<file path="src/rtl/mbus_pkg.sv">
package mbus_pkg;

    typedef enum logic [1:0] {
        ACC_WRITE = 2'd0,
        ACC_READ  = 2'd1,
        ACC_ACK   = 2'd2
    } acc_kind_e;

    // Classify a selected access from its qualifiers
    function automatic acc_kind_e classify(input logic iack, input logic rd);
        if (iack)    return ACC_ACK;
        else if (rd) return ACC_READ;
        else         return ACC_WRITE;
    endfunction

endpackage

</file>
<file path="src/rtl/mbus_sync.sv">
module mbus_sync #(
    parameter int           W       = 8,
    parameter int           STAGES  = 2,
    parameter logic [W-1:0] RST_VAL = '0
) (
    input  logic         clk,
    input  logic         rst_n,
    input  logic [W-1:0] d_i,
    output logic [W-1:0] q_o
);
    logic [W-1:0] stg_q [STAGES];

    always_ff @(posedge clk) begin
        if (!rst_n) begin
            for (int i = 0; i < STAGES; i++) stg_q[i] <= RST_VAL;
        end else begin
            stg_q[0] <= d_i;
            for (int i = 1; i < STAGES; i++) stg_q[i] <= stg_q[i-1];
        end
    end

    assign q_o = stg_q[STAGES-1];
endmodule

</file>
<file path="src/rtl/mbus_recov.sv">
module mbus_recov #(
    parameter int RECOV_CYC = 4
) (
    input  logic clk,
    input  logic rst_n,
    input  logic load_i,
    output logic ready_o
);
    localparam int CW = $clog2(RECOV_CYC + 1);

    logic [CW-1:0] cnt_d, cnt_q;

    always_comb begin
        cnt_d = cnt_q;
        if (load_i)           cnt_d = CW'(RECOV_CYC - 1);
        else if (cnt_q != '0) cnt_d = cnt_q - 1'b1;
    end

    always_ff @(posedge clk) begin
        if (!rst_n) cnt_q <= '0;
        else        cnt_q <= cnt_d;
    end

    assign ready_o = (cnt_q == '0);

    AST_LOAD_ONLY_EXPIRED: assert property (@(posedge clk) disable iff (!rst_n)
        load_i |-> cnt_q == '0);
endmodule

</file>
<file path="src/rtl/mbus_regs.sv">
module mbus_regs #(
    parameter int NREG   = 4,
    parameter int DATA_W = 8,
    localparam int IDX_W = $clog2(NREG)
) (
    input  logic              clk,
    input  logic              rst_n,
    input  logic              we_i,
    input  logic [IDX_W-1:0]  widx_i,
    input  logic [DATA_W-1:0] wdata_i,
    input  logic [IDX_W-1:0]  ridx_i,
    output logic [DATA_W-1:0] rdata_o
);
    logic [DATA_W-1:0] mem_d [NREG];
    logic [DATA_W-1:0] mem_q [NREG];

    for (genvar g = 0; g < NREG; g++) begin : g_reg
        always_comb begin
            mem_d[g] = mem_q[g];
            if (we_i && widx_i == IDX_W'(g)) mem_d[g] = wdata_i;
        end

        always_ff @(posedge clk) begin
            if (!rst_n) mem_q[g] <= '0;
            else        mem_q[g] <= mem_d[g];
        end
    end

    assign rdata_o = mem_q[ridx_i];
endmodule

</file>
<file path="src/rtl/mbus_regif.sv">
module mbus_regif #(
    parameter int ADDR_W    = 8,
    parameter int DATA_W    = 8,
    parameter int SYNC_STG  = 2,
    parameter int RECOV_CYC = 4,
    parameter int NREG      = 4,
    parameter int IRQ_W     = 4
) (
    input  logic              clk,
    input  logic              rst_n,
    input  logic [DATA_W-1:0] bus_ad_i,
    output logic [DATA_W-1:0] bus_ad_o,
    output logic              bus_oe_o,
    input  logic              as_n_i,
    input  logic              ds_n_i,
    input  logic              cs_pri_i,
    input  logic              cs_sec_i,
    input  logic              rd_wr_i,
    input  logic              iack_i,
    input  logic [IRQ_W-1:0]  irq_src_i,
    output logic [IRQ_W-1:0]  irq_pend_o,
    output logic [ADDR_W-1:0] acc_addr_o,
    output logic              wr_stb_o,
    output logic              rd_stb_o,
    output logic              recov_viol_o,
    output logic              as_pulse_o,
    output logic              busy_o
);
    import mbus_pkg::*;

    localparam int IDX_W = $clog2(NREG);
    localparam int SW    = DATA_W + 6;
    localparam logic [SW-1:0] SYNC_RST = {2'b11, {(SW-2){1'b0}}};

    typedef struct packed {
        logic              as_prev;
        logic              ds_prev;
        logic [ADDR_W-1:0] addr;
        logic              cs_pri;
        logic              iack;
        logic              wr_stb;
        logic              rd_stb;
        logic              viol;
        logic              as_pulse;
        logic              busy;
        logic [IRQ_W-1:0]  pend;
    } st_t;

    st_t st_d, st_q;

    logic [SW-1:0]     sync_in, sync_out;
    logic              as_s, ds_s, cs_sec_s, rd_wr_s, iack_s, cs_pri_s;
    logic [DATA_W-1:0] bus_s;
    logic              rec_ready, rec_load, reg_we;
    logic [DATA_W-1:0] rdata;
    logic              as_rise, ds_fall, ds_rise, sel_fall;
    acc_kind_e         kind;

    // Strobes, qualifiers and bus travel through the same stages so
    // the captured values line up with the detected strobe edge.
    assign sync_in = {as_n_i, ds_n_i, cs_sec_i, rd_wr_i, iack_i, cs_pri_i, bus_ad_i};

    mbus_sync #(.W(SW), .STAGES(SYNC_STG), .RST_VAL(SYNC_RST)) u_sync (
        .clk   (clk),
        .rst_n (rst_n),
        .d_i   (sync_in),
        .q_o   (sync_out)
    );

    assign {as_s, ds_s, cs_sec_s, rd_wr_s, iack_s, cs_pri_s, bus_s} = sync_out;

    mbus_recov #(.RECOV_CYC(RECOV_CYC)) u_recov (
        .clk     (clk),
        .rst_n   (rst_n),
        .load_i  (rec_load),
        .ready_o (rec_ready)
    );

    mbus_regs #(.NREG(NREG), .DATA_W(DATA_W)) u_regs (
        .clk     (clk),
        .rst_n   (rst_n),
        .we_i    (reg_we),
        .widx_i  (st_q.addr[IDX_W-1:0]),
        .wdata_i (bus_s),
        .ridx_i  (st_q.addr[IDX_W-1:0]),
        .rdata_o (rdata)
    );

    assign as_rise  = as_s & ~st_q.as_prev;
    assign ds_fall  = ~ds_s & st_q.ds_prev;
    assign ds_rise  = ds_s & ~st_q.ds_prev;
    assign sel_fall = ds_fall & st_q.cs_pri & cs_sec_s;
    assign kind     = classify(st_q.iack, rd_wr_s);

    always_comb begin
        st_d          = st_q;
        st_d.as_prev  = as_s;
        st_d.ds_prev  = ds_s;
        st_d.wr_stb   = 1'b0;
        st_d.rd_stb   = 1'b0;
        st_d.viol     = 1'b0;
        st_d.as_pulse = 1'b0;
        rec_load      = 1'b0;
        reg_we        = 1'b0;

        if (as_rise) begin
            st_d.addr     = bus_s[ADDR_W-1:0];
            st_d.cs_pri   = cs_pri_s;
            st_d.iack     = iack_s;
            st_d.as_pulse = 1'b1;
            st_d.pend     = st_q.pend | irq_src_i;
        end

        if (sel_fall) begin
            if (!rec_ready) begin
                st_d.viol = 1'b1;
            end else begin
                rec_load  = 1'b1;
                st_d.busy = 1'b1;
                case (kind)
                    ACC_WRITE: begin
                        st_d.wr_stb = 1'b1;
                        reg_we      = 1'b1;
                    end
                    ACC_READ:  st_d.rd_stb = 1'b1;
                    default:   st_d.pend   = '0;
                endcase
            end
        end

        if (ds_rise) st_d.busy = 1'b0;
    end

    always_ff @(posedge clk) begin
        if (!rst_n) begin
            st_q         <= '0;
            st_q.as_prev <= 1'b1;
            st_q.ds_prev <= 1'b1;
        end else begin
            st_q <= st_d;
        end
    end

    assign bus_oe_o     = ~ds_n_i & st_q.cs_pri & cs_sec_i & rd_wr_i & ~st_q.iack;
    assign bus_ad_o     = rdata;
    assign irq_pend_o   = st_q.pend;
    assign acc_addr_o   = st_q.addr;
    assign wr_stb_o     = st_q.wr_stb;
    assign rd_stb_o     = st_q.rd_stb;
    assign recov_viol_o = st_q.viol;
    assign as_pulse_o   = st_q.as_pulse;
    assign busy_o       = st_q.busy;

    AST_WR_SINGLE: assert property (@(posedge clk) disable iff (!rst_n)
        wr_stb_o |=> !wr_stb_o);
    AST_AS_SINGLE: assert property (@(posedge clk) disable iff (!rst_n)
        as_pulse_o |=> !as_pulse_o);
    AST_BUSY_WITH_STB: assert property (@(posedge clk) disable iff (!rst_n)
        (wr_stb_o || rd_stb_o) |-> busy_o);
    AST_VIOL_QUIET: assert property (@(posedge clk) disable iff (!rst_n)
        recov_viol_o |-> !(wr_stb_o || rd_stb_o));
endmodule

</file>
<file path="config.mk">
export PLATFORM = sky130hd
export DESIGN_NAME = mbus_regif
export DESIGN_NICKNAME = d
export VERILOG_FILES = /design/src/rtl/mbus_pkg.sv /design/src/rtl/mbus_sync.sv /design/src/rtl/mbus_recov.sv /design/src/rtl/mbus_regs.sv /design/src/rtl/mbus_regif.sv
export SDC_FILE = /design/constraint.sdc
export NUM_CORES = 1
export LEC_CHECK = 0
export BUFFER_PORTS_ARGS = -buffer_cell sky130_fd_sc_hd__buf_2
export CAP_MARGIN = 20
export CORE_MARGIN = 4
export CORE_UTILIZATION = 60
export DETAILED_ROUTE_END_ITERATION = 12
export MAX_ROUTING_LAYER = met4
export PLACE_DENSITY = 0.83
export SETUP_SLACK_MARGIN = 0.15
export SLEW_MARGIN = 10
export SYNTH_ARGS = -nofsm -noshare
export SYNTH_HDL_FRONTEND = slang
export SYNTH_SLANG_ARGS = --single-unit
export TNS_END_PERCENT = 50
</file>
<file path="constraint.sdc">
create_clock -name clk -period 3.87 [get_ports clk]
set_input_delay 0.774 -clock clk [delete_from_list [all_inputs] [get_ports clk]]
set_output_delay 0.774 -clock clk [all_outputs]
set_load 0.03 [all_outputs]
</file>
Yosys cells after proc, flatten, opt, wreduce, memory -nomap -nowiden --
Memory sizes are Yosys's and may differ from the RTL's. A register that Yosys moved wholly into a read port is not among the register bits. Cells that the tools add are included.
Storage, ports and cells: bits in read-only memories 0, memories 2, bits in latches 0, memory bits (writable) 60, bits in registers 24, input bits 20, word-level logic and storage cells 95
Cells by class: $add $sub $neg 1, bitwise operators 22, order comparisons 0, div/mod/pow operators 0, reductions and logical operators 19, $mul 0, shifts and indexed selects 0, muxes and demuxes 30, equality and inequality tests 8
Memories:
- u_regs.mem_q | words 4, bits a word 8, rd ports 1, clocked after Yosys merged registers in 1, write ports 4, RTL line mbus_regs.sv:15 | logic [DATA_W-1:0] mem_q [NREG];
- u_sync.stg_q | words 2, bits a word 14, rd ports 2, clocked after Yosys merged registers in 0, write ports 2, RTL line mbus_sync.sv:11 | logic [W-1:0] stg_q [STAGES];
Operators by type and width (count):
- 8-bit two-way mux | 8
- 14-bit two-way mux | 2
- 4-bit two-way mux | 4
- 2-bit AND reduction | 6
- 1-bit two-way mux | 11
- 2-bit two-way mux | 5
- 1-bit bitwise AND | 9
- 1-bit inverter | 6
- 1-bit OR | 6
- 2-bit OR reduction | 3
- 2-bit by 1-bit == test with 1-bit output, second input constant | 2
- 2-bit == test, second input constant | 2
- 1-bit logical AND | 4
- 2-bit zero test | 2
- 1-bit != test, second input constant | 4
- 4-bit OR | 1
- 3-bit zero test | 1
- 3-bit AND reduction | 1
- 3-bit nonzero test | 1
- 3-bit by 1-bit subtractor with 3-bit output, second input constant | 1
- 2-bit nonzero test | 1

Longest topological paths before layout --
An unclocked memory read counts as a cell.
word-level depth 11, depth in mapped cells 6, gate-level depth less buffers 5

Modules after synthesis --
A second synthesis with hierarchy kept.
Second synthesis, totals: cells, all modules 269, area total of the unflattened synthesis 3339.5 µm²
Modules (own cells, without submodules):
- mbus_regs | area each 1432.6 µm², cells each 85, times used 1
- mbus_sync | area each 880.8 µm², cells each 72, times used 1
- mbus_regif | area each 847.1 µm², cells each 94, times used 1
- mbus_recov | area each 178.9 µm², cells each 18, times used 1

Worst setup path before layout --
No wires, ideal clock.
path type in2out, start input ds_n_i, end output bus_oe_o, required time 3.096 ns, path buffers 0, arrival 1.333 ns, stages on the path 2, path slack 1.763 ns, cells stage by stage nand4b_1 -> nor2_1
On the way: longest elaborated chain between the ends 5
Ends and longest elaborated chain:
- from (decl) | RTL line mbus_regif.sv:15 | input logic ds_n_i,
- 1-bit inverter | RTL line mbus_regif.sv:144 | assign bus_oe_o = ~ds_n_i & st_q.cs_pri & cs_sec_i & rd_wr_i & ~st_q.iack;
- 1-bit bitwise AND (4 in a row) | RTL line mbus_regif.sv:144
- to (decl) | RTL line mbus_regif.sv:13 | output logic bus_oe_o,
Every way passes these cells.

==> results.md <==
* Status: finished clean
* PwrDens at 499.7 mW/mm^2
* Worst-path clk slew at 80 ps
* Synth Area per Inst at 11.72 um^2
* LEAKAGE at roughly 1.4 nW
* Port bufs at between 40 and 50
* Fin crit period at between 2000 and 3000 ps
* Post-CTS Resized at 0
* Nets at 332
* Routed vias/inst at 5.143
* Worst EP required at 3100 ps
* WL per Instance at 14.39 um
* Max_slew headroom at 30.82%
* Vias in the first global route at 1826
* Max Slew Vio Count at 0
* RR Startpoint: u_recov.cnt_q[0]$_SDFFE_PN0P_
* Starting DRC count in detailed routing at approximately 260
* Final hold violation count at 0
* Fillcell total at 368
* Initial Utilization at a little over 60%
* Leading cell type in the layout, fill and taps excluded: dfxtp_1
* Post-synth cell types at 32
* RSZ-0062 raised after global routing: no
* Clock Power Share at 36.3%
* Clk_lat worst skew at 350 ps
* N_diodes at 0
* CTS tree: yes
* Critical Path Sink Type: primary output
* Sw Share at roughly 22%
* Share of cells above drive strength 1 at between 20% and 30%
* Seq/Total Area, Yosys at 63.33%
* IO Count at 46
* P_int at 0.001403 W
* Routed via count at 1980
* Adder-cell share of the synthesized area at less than 1%
* FMAX at 391.4 MHz
* Max_cap viols at 0
* Crit path max fanout at 8
* Total power at 0.001808 W
* Simple-gate share of the synthesized area at 19.32%
* Core Box Area at 0.005172 mm^2
* Compound-gate portion of the synthesized area at roughly 4.8%
* Gate power share at 8.7%
* GPL Wtd Cong at 0.8481
* Crit Path Class: reg -> out
* Synth top area share at 33.53%
* Critical Path Source Type: flop
* Clock skew at 7.378 ps
* Number of synthesized register bits at 86
* NetSw at ~0.00040 W
* Synth Cell Area at 0.003224 mm^2
* Setup TNS at 0 ps
* Die width at between 80 and 90 um
* CTS Hold Buffers Added at 0
* Row count at 26
* Full die area at 0.006611 mm^2
* Die height at 81.31 um
* Final Cycle Share at 66.01%
* Mapped Cells at 275
* Most area-hungry cell type in the Yosys netlist: dfxtp_1
* CTS sink count at between 80 and 90
* Largest net degree at the start of global routing at 50
* H-tree level count at 3
* Reg-to-reg slack, setup at 1510 ps
* Setup crit end: bus_ad_o[0]
* Hold crit path type: reg -> reg
* Worst slew pin tran at 1036 ps
* Router iterations before antenna repair at 4
* CTS root buf: clkbuf_8
* Setup Fix Bufs, Post-CTS at 0
* Number of CTS-inserted buffers at 9
* R2r endpoint: u_regs.mem_q[3][4]$_SDFFCE_PN0P_
* Crit path DAT at 1780 ps
* Largest cells by area after synthesis: dfxtp_1 (34%), edfxtp_1 (30%), mux4_2 (5.6%)
* Gr ovfl total at 0
* Post-route DRC at 0
* Final setup vio count at 0
* Antenna Nets Post-Route at 0
* Xor/xnor share of the synthesized area at 0%
* Post-Syn Nets at 297
* CTS Buffer Depth at 2
* First-pass GRT wire length at about 8.9 mm
* Worst Reg-to-Reg Cells at 6
* Largest family of logic cells by synthesized area: simple AND/OR/NAND/NOR gates
* Final wirelength at 5.540 mm
* YS warnings at 0
* Post-DP HPWL at roughly 3.8 mm
* Sequential Power Share at 55.1%
* Worst IR Drop VDD at 0.3212 mV
* Initial antenna violation count at 0
* Multiplexer area fraction after synthesis at 5.898%
* Area Growth Syn to Fin at 12.22%
* GR Util All Layers at 19.17%
* Commonest non-fill, non-tap cells in the layout: dfxtp_1 (54), buf_2 (45), nor2_1 (40)
synthesized netlist by cell type:
cell type	count
edfxtp_1	32
a31oi_1	1
o31ai_1	1
nand2b_1	7
o21ai_0	5
a21boi_0	10
dfxtp_1	54
and2_1	26
nor3_1	1
buf_1	1
a21oi_1	4
clkbuf_1	8
nor3b_1	1
and2b_2	1
nand4b_4	1
and4b_1	1
nand3_1	1
buf_4	13
nor2_1	40
ha_1	2
and3_1	1
buf_2	1
mux2i_1	1
nor2b_1	3
nand4b_1	2
inv_1	5
o311a_1	1
buf_6	3
o221a_2	1
mux4_2	8
nand4_4	1
nand2_1	38
routing by layer:
metal  track usage, %  vias to the layer above  wire length (um)
li1                 -                      978                 -
met2            29.56                       58              2785
met1            23.98                      939              2387
met4            10.14                        0                50
met3            3.659                        5               317
met5                -                        -                 0
flip-flops by register name (all words and copies together), names as in the netlist, named ones only:
register	flops
st_q	4
rd_stb_o	1
acc_addr_o	8
u_recov.cnt_q	3
irq_pend_o	4
u_sync.stg_q	28
u_regs.mem_q	32
as_pulse_o	1
wr_stb_o	1
recov_viol_o	1
busy_o	1
stage by stage:
stage | hold slack (ps) | utilization (%) | area [um^2] | worst slack (ps) | instances
2_1_floorplan | 386.3 | - | 3224 | 1763 | 275
3_3_place_gp | 390.2 | 65.24 | 3374 | 1562 | 365
3_5_place_dp | 396.4 | 65.24 | 3374 | 1415 | 365
4_1_cts | 415.3 | 69.57 | 3598 | 1264 | 381
5_1_grt | 447.1 | 69.96 | 3618 | 1192 | 385
6_report | 412.1 | 69.96 | 3618 | 1315 | 385
how the worst min path moves through the flow:
stage | from | to | slack, ps | cells after the start
after floorplan | u_sync.stg_q[0][12]$_SDFF_PN1_ | u_sync.stg_q[0][26]$_SDFF_PN1_ | 390 | 1
after global routing | u_sync.stg_q[0][5]$_SDFF_PN0_ | u_sync.stg_q[0][19]$_SDFF_PN0_ | 450 | 1
final | u_sync.stg_q[0][13]$_SDFF_PN1_ | u_sync.stg_q[0][27]$_SDFF_PN1_ | 410 | 1
after CTS | u_sync.stg_q[0][12]$_SDFF_PN1_ | u_sync.stg_q[0][26]$_SDFF_PN1_ | 420 | 1
after detailed placement | u_sync.stg_q[0][12]$_SDFF_PN1_ | u_sync.stg_q[0][26]$_SDFF_PN1_ | 400 | 1
after global placement | u_sync.stg_q[0][13]$_SDFF_PN1_ | u_sync.stg_q[0][27]$_SDFF_PN1_ | 390 | 1
cell families after synthesis:
| kind of cell | Yosys count |
|---|---|
| flops | 86 |
| simple gates | 124 |
| buf+inv | 31 |
| fa+ha+maj | 2 |
| mux | 9 |
| compound gates | 23 |
power by group through the flow:
stage	Combinational [W]	Sequential (W)	Clock [W]
3_3_place_gp	0.000146	0.00101	0
4_1_cts	0.000156	0.000996	0.000666
5_1_grt	0.000177	0.000999	0.000712
3_5_place_dp	0.000152	0.00102	0
6_report	0.000157	0.000996	0.000655
2_1_floorplan	0.000122	0.00101	0
cell type report:
cell class	count	area (um^2)	area share, %
sequential	86	2042	56.43
timing repair buffer	50	252.7	6.985
clock buffer	15	219.0	6.051
tap	70	87.58	2.420
multi-input combinational	158	993.5	27.46
clock inverter	1	5.005	0.1383
inverter	5	18.77	0.5187
worst max-delay path, stage by stage, from the launching register on:
cell and delay [ps]:
dfxtp_1 660, mux4_2 580, buf_2 190
Note: power is estimated with default switching activity, not from simulation.
